[src/rtl/amp_seq_pkg.sv]
package amp_seq_pkg;

  typedef enum logic [2:0] {
    ST_INIT  = 3'd0,
    ST_MUTED = 3'd1,
    ST_RAMP  = 3'd2,
    ST_RUN   = 3'd3,
    ST_DRAIN = 3'd4
  } amp_state_e;

  function automatic int unsigned max_of3(int unsigned a, int unsigned b, int unsigned c);
    int unsigned m;
    m = (a > b) ? a : b;
    return (m > c) ? m : c;
  endfunction

  // Counter width able to hold 0 .. lim-1.
  function automatic int unsigned count_bits(int unsigned lim);
    return (lim < 2) ? 1 : $clog2(lim);
  endfunction

  // True on the last cycle of a window of lim cycles.
  function automatic logic window_done(int unsigned elapsed, int unsigned lim);
    return (elapsed + 1) >= lim;
  endfunction

  function automatic logic is_switching(amp_state_e s);
    return (s == ST_RUN) || (s == ST_DRAIN);
  endfunction

endpackage

[src/rtl/amp_flag_sync.sv]
module amp_flag_sync #(
  parameter int unsigned W = 5
) (
  input  logic         clk,
  input  logic         rst_n,
  input  logic [W-1:0] d,
  output logic [W-1:0] q
);

  for (genvar i = 0; i < W; i++) begin : g_bit
    logic [1:0] pipe;
    always_ff @(posedge clk or negedge rst_n) begin
      if (!rst_n) pipe <= 2'b00;
      else        pipe <= {pipe[0], d[i]};
    end
    assign q[i] = pipe[1];
  end

endmodule

[src/rtl/amp_fault_tracker.sv]
module amp_fault_tracker (
  input  logic clk,
  input  logic rst_n,
  input  logic oc_s,
  input  logic warn_s,
  input  logic shut_s,
  input  logic restore_s,
  input  logic mute_s,
  output logic oc_lat,
  output logic warn_lat,
  output logic shut_lat,
  output logic mute_rise
);

  logic mute_d;
  logic cool;

  assign mute_rise = mute_s & ~mute_d;
  assign cool      = restore_s & ~warn_s & ~shut_s;

  always_ff @(posedge clk or negedge rst_n) begin
    if (!rst_n) begin
      mute_d   <= 1'b0;
      oc_lat   <= 1'b0;
      warn_lat <= 1'b0;
      shut_lat <= 1'b0;
    end else begin
      mute_d <= mute_s;
      // overcurrent: set wins, cleared only by a mute release
      if (oc_s)           oc_lat <= 1'b1;
      else if (mute_rise) oc_lat <= 1'b0;
      // thermal: both errors released by the same cool condition
      if (warn_s | shut_s) warn_lat <= 1'b1;
      else if (cool)       warn_lat <= 1'b0;
      if (shut_s)          shut_lat <= 1'b1;
      else if (cool)       shut_lat <= 1'b0;
    end
  end

endmodule

[src/rtl/amp_mode_fsm.sv]
module amp_mode_fsm
  import amp_seq_pkg::*;
#(
  parameter int unsigned INIT_CYC   = 1024,
  parameter int unsigned MUTE_DLY   = 123,
  parameter int unsigned UNMUTE_DLY = 418
) (
  input  logic clk,
  input  logic rst_n,
  input  logic mute_s,
  input  logic halt,
  output logic switching,
  output logic mod_run
);

  localparam int unsigned LONGEST = max_of3(INIT_CYC, MUTE_DLY, UNMUTE_DLY);
  localparam int unsigned CW      = count_bits(LONGEST);

  amp_state_e      state_q, state_d;
  logic [CW-1:0]   cnt_q;
  logic            timed;
  int unsigned     elapsed;

  assign elapsed = int'(cnt_q);
  assign timed   = (state_q == ST_INIT) || (state_q == ST_RAMP) || (state_q == ST_DRAIN);

  always_comb begin
    state_d = state_q;
    case (state_q)
      ST_INIT:  if (window_done(elapsed, INIT_CYC)) state_d = ST_MUTED;
      ST_MUTED: if (mute_s && !halt)                state_d = ST_RAMP;
      ST_RAMP: begin
        if (halt || !mute_s)                        state_d = ST_MUTED;
        else if (window_done(elapsed, UNMUTE_DLY))  state_d = ST_RUN;
      end
      ST_RUN: begin
        if (halt)                                   state_d = ST_MUTED;
        else if (!mute_s)                           state_d = ST_DRAIN;
      end
      ST_DRAIN: begin
        if (halt)                                   state_d = ST_MUTED;
        else if (window_done(elapsed, MUTE_DLY))    state_d = ST_MUTED;
      end
      default:                                      state_d = ST_INIT;
    endcase
  end

  always_ff @(posedge clk or negedge rst_n) begin
    if (!rst_n) begin
      state_q <= ST_INIT;
      cnt_q   <= '0;
    end else begin
      state_q <= state_d;
      if (state_d != state_q) cnt_q <= '0;
      else if (timed)         cnt_q <= cnt_q + CW'(1);
    end
  end

  assign switching = is_switching(state_q);
  assign mod_run   = (state_q != ST_INIT);

endmodule

[src/rtl/amp_seq_ctrl.sv]
module amp_seq_ctrl
  import amp_seq_pkg::*;
#(
  parameter int unsigned NUM_CH     = 2,
  parameter int unsigned INIT_CYC   = 1024,
  parameter int unsigned MUTE_DLY   = 123,
  parameter int unsigned UNMUTE_DLY = 418
) (
  input  logic              clk,
  input  logic              rst_n,
  input  logic              mute_n,
  input  logic              oc_flag,
  input  logic              warn_flag,
  input  logic              shut_flag,
  input  logic              restore_flag,
  output logic [NUM_CH-1:0] mod_en,
  output logic              pwr_en,
  output logic              out_hiz,
  output logic              err_shut_n,
  output logic              err_warn_n,
  output logic              err_oc_n
);

  localparam int unsigned NSYNC = 5;

  logic [NSYNC-1:0] raw_in, synced;
  logic mute_s, oc_s, warn_s, shut_s, restore_s;
  logic oc_lat, warn_lat, shut_lat, mute_rise;
  logic halt, switching, mod_run;

  assign raw_in = {restore_flag, shut_flag, warn_flag, oc_flag, mute_n};

  amp_flag_sync #(.W(NSYNC)) u_sync (
    .clk (clk),
    .rst_n (rst_n),
    .d   (raw_in),
    .q   (synced)
  );

  assign mute_s    = synced[0];
  assign oc_s      = synced[1];
  assign warn_s    = synced[2];
  assign shut_s    = synced[3];
  assign restore_s = synced[4];

  amp_fault_tracker u_faults (
    .clk       (clk),
    .rst_n     (rst_n),
    .oc_s      (oc_s),
    .warn_s    (warn_s),
    .shut_s    (shut_s),
    .restore_s (restore_s),
    .mute_s    (mute_s),
    .oc_lat    (oc_lat),
    .warn_lat  (warn_lat),
    .shut_lat  (shut_lat),
    .mute_rise (mute_rise)
  );

  assign halt = oc_lat | shut_lat;

  amp_mode_fsm #(
    .INIT_CYC   (INIT_CYC),
    .MUTE_DLY   (MUTE_DLY),
    .UNMUTE_DLY (UNMUTE_DLY)
  ) u_fsm (
    .clk       (clk),
    .rst_n     (rst_n),
    .mute_s    (mute_s),
    .halt      (halt),
    .switching (switching),
    .mod_run   (mod_run)
  );

  for (genvar c = 0; c < NUM_CH; c++) begin : g_ch
    assign mod_en[c] = mod_run;
  end

  assign pwr_en     = switching;
  assign out_hiz    = ~switching;
  assign err_oc_n   = ~oc_lat;
  assign err_warn_n = ~warn_lat;
  assign err_shut_n = ~shut_lat;

endmodule

[config.mk]
export PLATFORM = sky130hd
export DESIGN_NAME = amp_seq_ctrl
export DESIGN_NICKNAME = d
export VERILOG_FILES = /design/src/rtl/amp_seq_pkg.sv /design/src/rtl/amp_flag_sync.sv /design/src/rtl/amp_fault_tracker.sv /design/src/rtl/amp_mode_fsm.sv /design/src/rtl/amp_seq_ctrl.sv
export SDC_FILE = /design/constraint.sdc
export NUM_CORES = 1
export LEC_CHECK = 0
export ABC_CLOCK_PERIOD_IN_PS = 6300
export BUFFER_PORTS_ARGS = -buffer_cell sky130_fd_sc_hd__clkbuf_2
export CORE_MARGIN = 2
export CORE_UTILIZATION = 40
export CTS_CLUSTER_DIAMETER = 30
export CTS_CLUSTER_SIZE = 25
export DETAILED_ROUTE_END_ITERATION = 8
export GPL_TIMING_DRIVEN = 0
export PLACE_DENSITY = 0.58
export SYNTH_ARGS = -nofsm -noshare
export SYNTH_HDL_FRONTEND = slang
export SYNTH_SLANG_ARGS = --single-unit
export TNS_END_PERCENT = 1
[constraint.sdc]
create_clock -name clk -period 6.3 [get_ports clk]
set_clock_uncertainty 0.15 [all_clocks]
set_input_delay 0 -clock clk [delete_from_list [all_inputs] [get_ports clk]]
set_output_delay 0 -clock clk [all_outputs]
set_load 0.1 [all_outputs]
==> flow_metrics.tcl <==
set metrics [dict create \
    ir_drop_uv 162 \
    insertion_delay_ns 0.26 \
    synth_cell_types 49 \
    h-tree-depth 1 \
    synth_edf_count 0 \
    outcome "finished, final reports clean" \
    cts_setup_buffers 0 \
    syn_avg_cell_area_um2 9.49 \
    final-hold-violation-count 0 \
    worstSetupEndpointType "flip-flop" \
    track_usage_pct 16.4 \
    antenna_cells 0 \
    met3_usage_pct 1.50 \
    ys_warn_count 0 \
    crit_fanout 10 \
    hpwl_mm 2.47 \
    grt_pass1_wl_mm 5.75 \
    ctsResizeCount 0 \
    hold_class "primary input to async pin" \
    path_clk_slew_ns 0.09 \
    relSlewSlack_pct 56.8 \
    initial_core_util_pct 41.2 \
    area_growth_pct 14.4 \
    cpMaxStageDelayCell "dfrtp_1" \
    fp-row-count 23 \
    grt_start_max_net_pins 28 \
    path_class "flip-flop to flip-flop" \
    global_route.usage.met1_pct 22.0 \
    fin_nets 205 \
    routed_wl_mm 3.36 \
    startpoint_type "flip-flop" \
    portBuffers 13 \
    worst_pin_slew_ns 0.648 \
    p_per_area_nw_per_um2 158 \
    p_leak_nw 0.806 \
    setup_tns_ns 0 \
    worstPathCellList "ha_1 -> buf_4 -> nor4bb_1 -> nor3_1 -> o41a_1 -> o21ai_1 -> a21oi_2 -> nor4_1" \
    finalMaxSlewViolations 0 \
    die_x_um 67.7 \
    drtPass1Iterations 4 \
    tritoncts "yes" \
    grt_pass1_vias 1255 \
    ys_ff_latch 27 \
    timing.fmax_ghz 0.373 \
    yosysSeqAreaShare_pct 41.6 \
    core_area_um2 3940 \
    drc 0 \
    maxCapViolCount 0 \
    fin_util_pct 47.1 \
    rsz0062_at_grt "no" \
    die-area_um2 4580 \
    crit_required_ns 6.31 \
    routed-via-count 1335 \
    cp_data_arrival_time_ns 2.69 \
    numCtsBuffers 3 \
    cts_root_buffer "clkbuf_8" \
    wl_per_cell_um 13.8 \
    use_met2_pct 28.1 \
    async_reset_ff_share_pct 100 \
    worst_path_largest_cell_delay_ns 0.54 \
    syn-cell-area_um2 1620 \
    hold_ws_ns 0.136 \
    power.total_mw 0.293 \
    synth_fp_nets 181 \
    syn_inst 171 \
    synth_ff_type "dfrtp_1" \
    drtIter0Drc 124 \
    post-route-period-util_pct 42.5 \
    clk_path_buf_depth 2 \
    place_congestion 0.903 \
    ant_nets 0 \
    antenna_found_initial 0 \
    period_needed_ns 2.68 \
    pin_count 14 \
    drive_above_1_share_pct 17.5 \
    drt-vias-per-instance 5.47 \
    gr-total-overflow 0 \
    die_h_um 67.7 \
    busiest_layer "met2" \
    cts.sinks 27 \
    setup_violations 0 \
]
-- cell families after synthesis --
kind of cell / share of synthesized area, %
AOI/OAI and AO/OA: 17.0
xor gates and xnor gates: 5.94
adders and majority gates: 2.31
and+or+nand+nor: 24.3
buffers and inverters: 6.78
muxes: 2.00
DFF: 41.6
-- registers in the layout (all words and copies together), names as in the netlist --
| register | cells |
|---|---|
| u_faults.warn_lat | 1 |
| u_fsm.cnt_q | 10 |
| u_faults.mute_d | 1 |
| u_faults.shut_lat | 1 |
| u_sync.g_bit.pipe | 10 |
| u_faults.oc_lat | 1 |
| u_fsm.state_q | 3 |
-- repair_timing --
action                                  in CTS  in global routing
endpoints found under the hold margin       32                  0
endpoints found under the setup margin       0                  0
hold buffers                                 6                  0
-- synth_stat cells (3+ instances only) --
cell type / number / area share, %
nand2_1: 9 / 2.1
o21ai_0: 4 / 1.2
nor3_1: 6 / 1.9
o21ai_1: 4 / 1.2
inv_1: 9 / 2.1
nor2_1: 11 / 2.5
nand4_1: 7 / 2.7
a21o_1: 4 / 1.9
ha_1: 3 / 2.3
nand3_1: 4 / 1.2
buf_4: 4 / 1.9
nand2b_1: 3 / 1.2
a21oi_1: 4 / 1.2
xnor2_1: 9 / 4.9
nor4_1: 10 / 3.9
buf_2: 4 / 1.2
nor2b_1: 6 / 2.3
clkbuf_1: 3 / 0.69
dfrtp_1: 27 / 42
-- layer usage --
metal,part of all wire [%],vias up
li1,-,664
met1,49,648
met2,48,21
met3,2.6,2
met4,0.63,0
met5,0,-
-- area by class of cell --
| cell class | instances | area (um2) |
|---|---|---|
| Clock buffer | 3 | 41.3 |
| Inverter | 9 | 33.8 |
| Fill cell | 367 | 2090 |
| Tap cell | 50 | 62.6 |
| Timing Repair Buffer | 19 | 125 |
| Sequential cell | 27 | 676 |
| Buffer | 13 | 76.3 |
| Clock inverter | 1 | 5.00 |
| Multi-Input combinational cell | 122 | 837 |
-- final timing paths --
check / startpoint / endpoint / slack, ns / cells past startpoint
min reg2reg: u_sync.g_bit[1].pipe[0] / u_sync.g_bit[1].pipe[1] / 0.20 / 0
min in group clk: u_sync.g_bit[1].pipe[0] / u_sync.g_bit[1].pipe[1] / 0.20 / 0
max: u_fsm.cnt_q[0] / u_fsm.cnt_q[3] / 3.62 / 8
min: rst_n / u_faults.warn_lat / 0.14 / 2
max reg2reg: u_fsm.cnt_q[0] / u_fsm.cnt_q[3] / 3.62 / 8
max in group asynchronous: rst_n / u_fsm.state_q[0] / 5.44 / 2
-- worst max-delay path, delay by kind of cell, from the launching register on --
family / cells / cell delay [ns]
fa+ha+maj: 1 / 0.33
buf+inv: 1 / 0.21
flops: 1 / 0.54
simple gates: 3 / 0.68
compound gates: 3 / 0.65
-- through the flow --
| step | area (um2) | setup slack (ns) | instances |
|---|---|---|---|
| 6_report | 1860 | 3.62 | 244 |
| 5_1_grt | 1860 | 3.35 | 244 |
| 4_1_cts | 1860 | 3.61 | 244 |
| 3_5_place_dp | 1750 | 3.65 | 234 |
| 3_3_place_gp | 1750 | 3.64 | 234 |
| 2_1_floorplan | 1620 | 3.98 | 171 |
-- report_power, final --
group	switching, mW	leakage (nW)	total (mW)	internal [mW]
clock network	0.0490	0.0255	0.0931	0.0441
registers	0.00238	0.325	0.180	0.178
logic	0.0142	0.455	0.0199	0.00573
total	0.0655	0.806	0.293	0.228
-- cells in the final DEF, fill, tap and decap left out, drive strengths merged, types with 2 or more instances in the layout --
master	netlist	layout
ha	3	3
xnor2	9	9
dfrtp	27	27
a32oi	2	2
nor3b	2	2
clkbuf	3	19
nor4	10	10
nand4	7	7
buf	10	10
mux2	2	2
a21o	4	4
a21boi	3	3
nor2b	6	6
nand2	9	9
o21ai	8	8
nand3	5	5
xor2	2	2
nor3	6	6
or3	2	2
and4b	2	2
dlygate4sd3	0	6
inv	9	9
a21oi	6	6
o31a	2	2
nand2b	3	3
a31oi	2	2
nor2	11	11
Note: power is estimated with default switching activity, not from simulation.
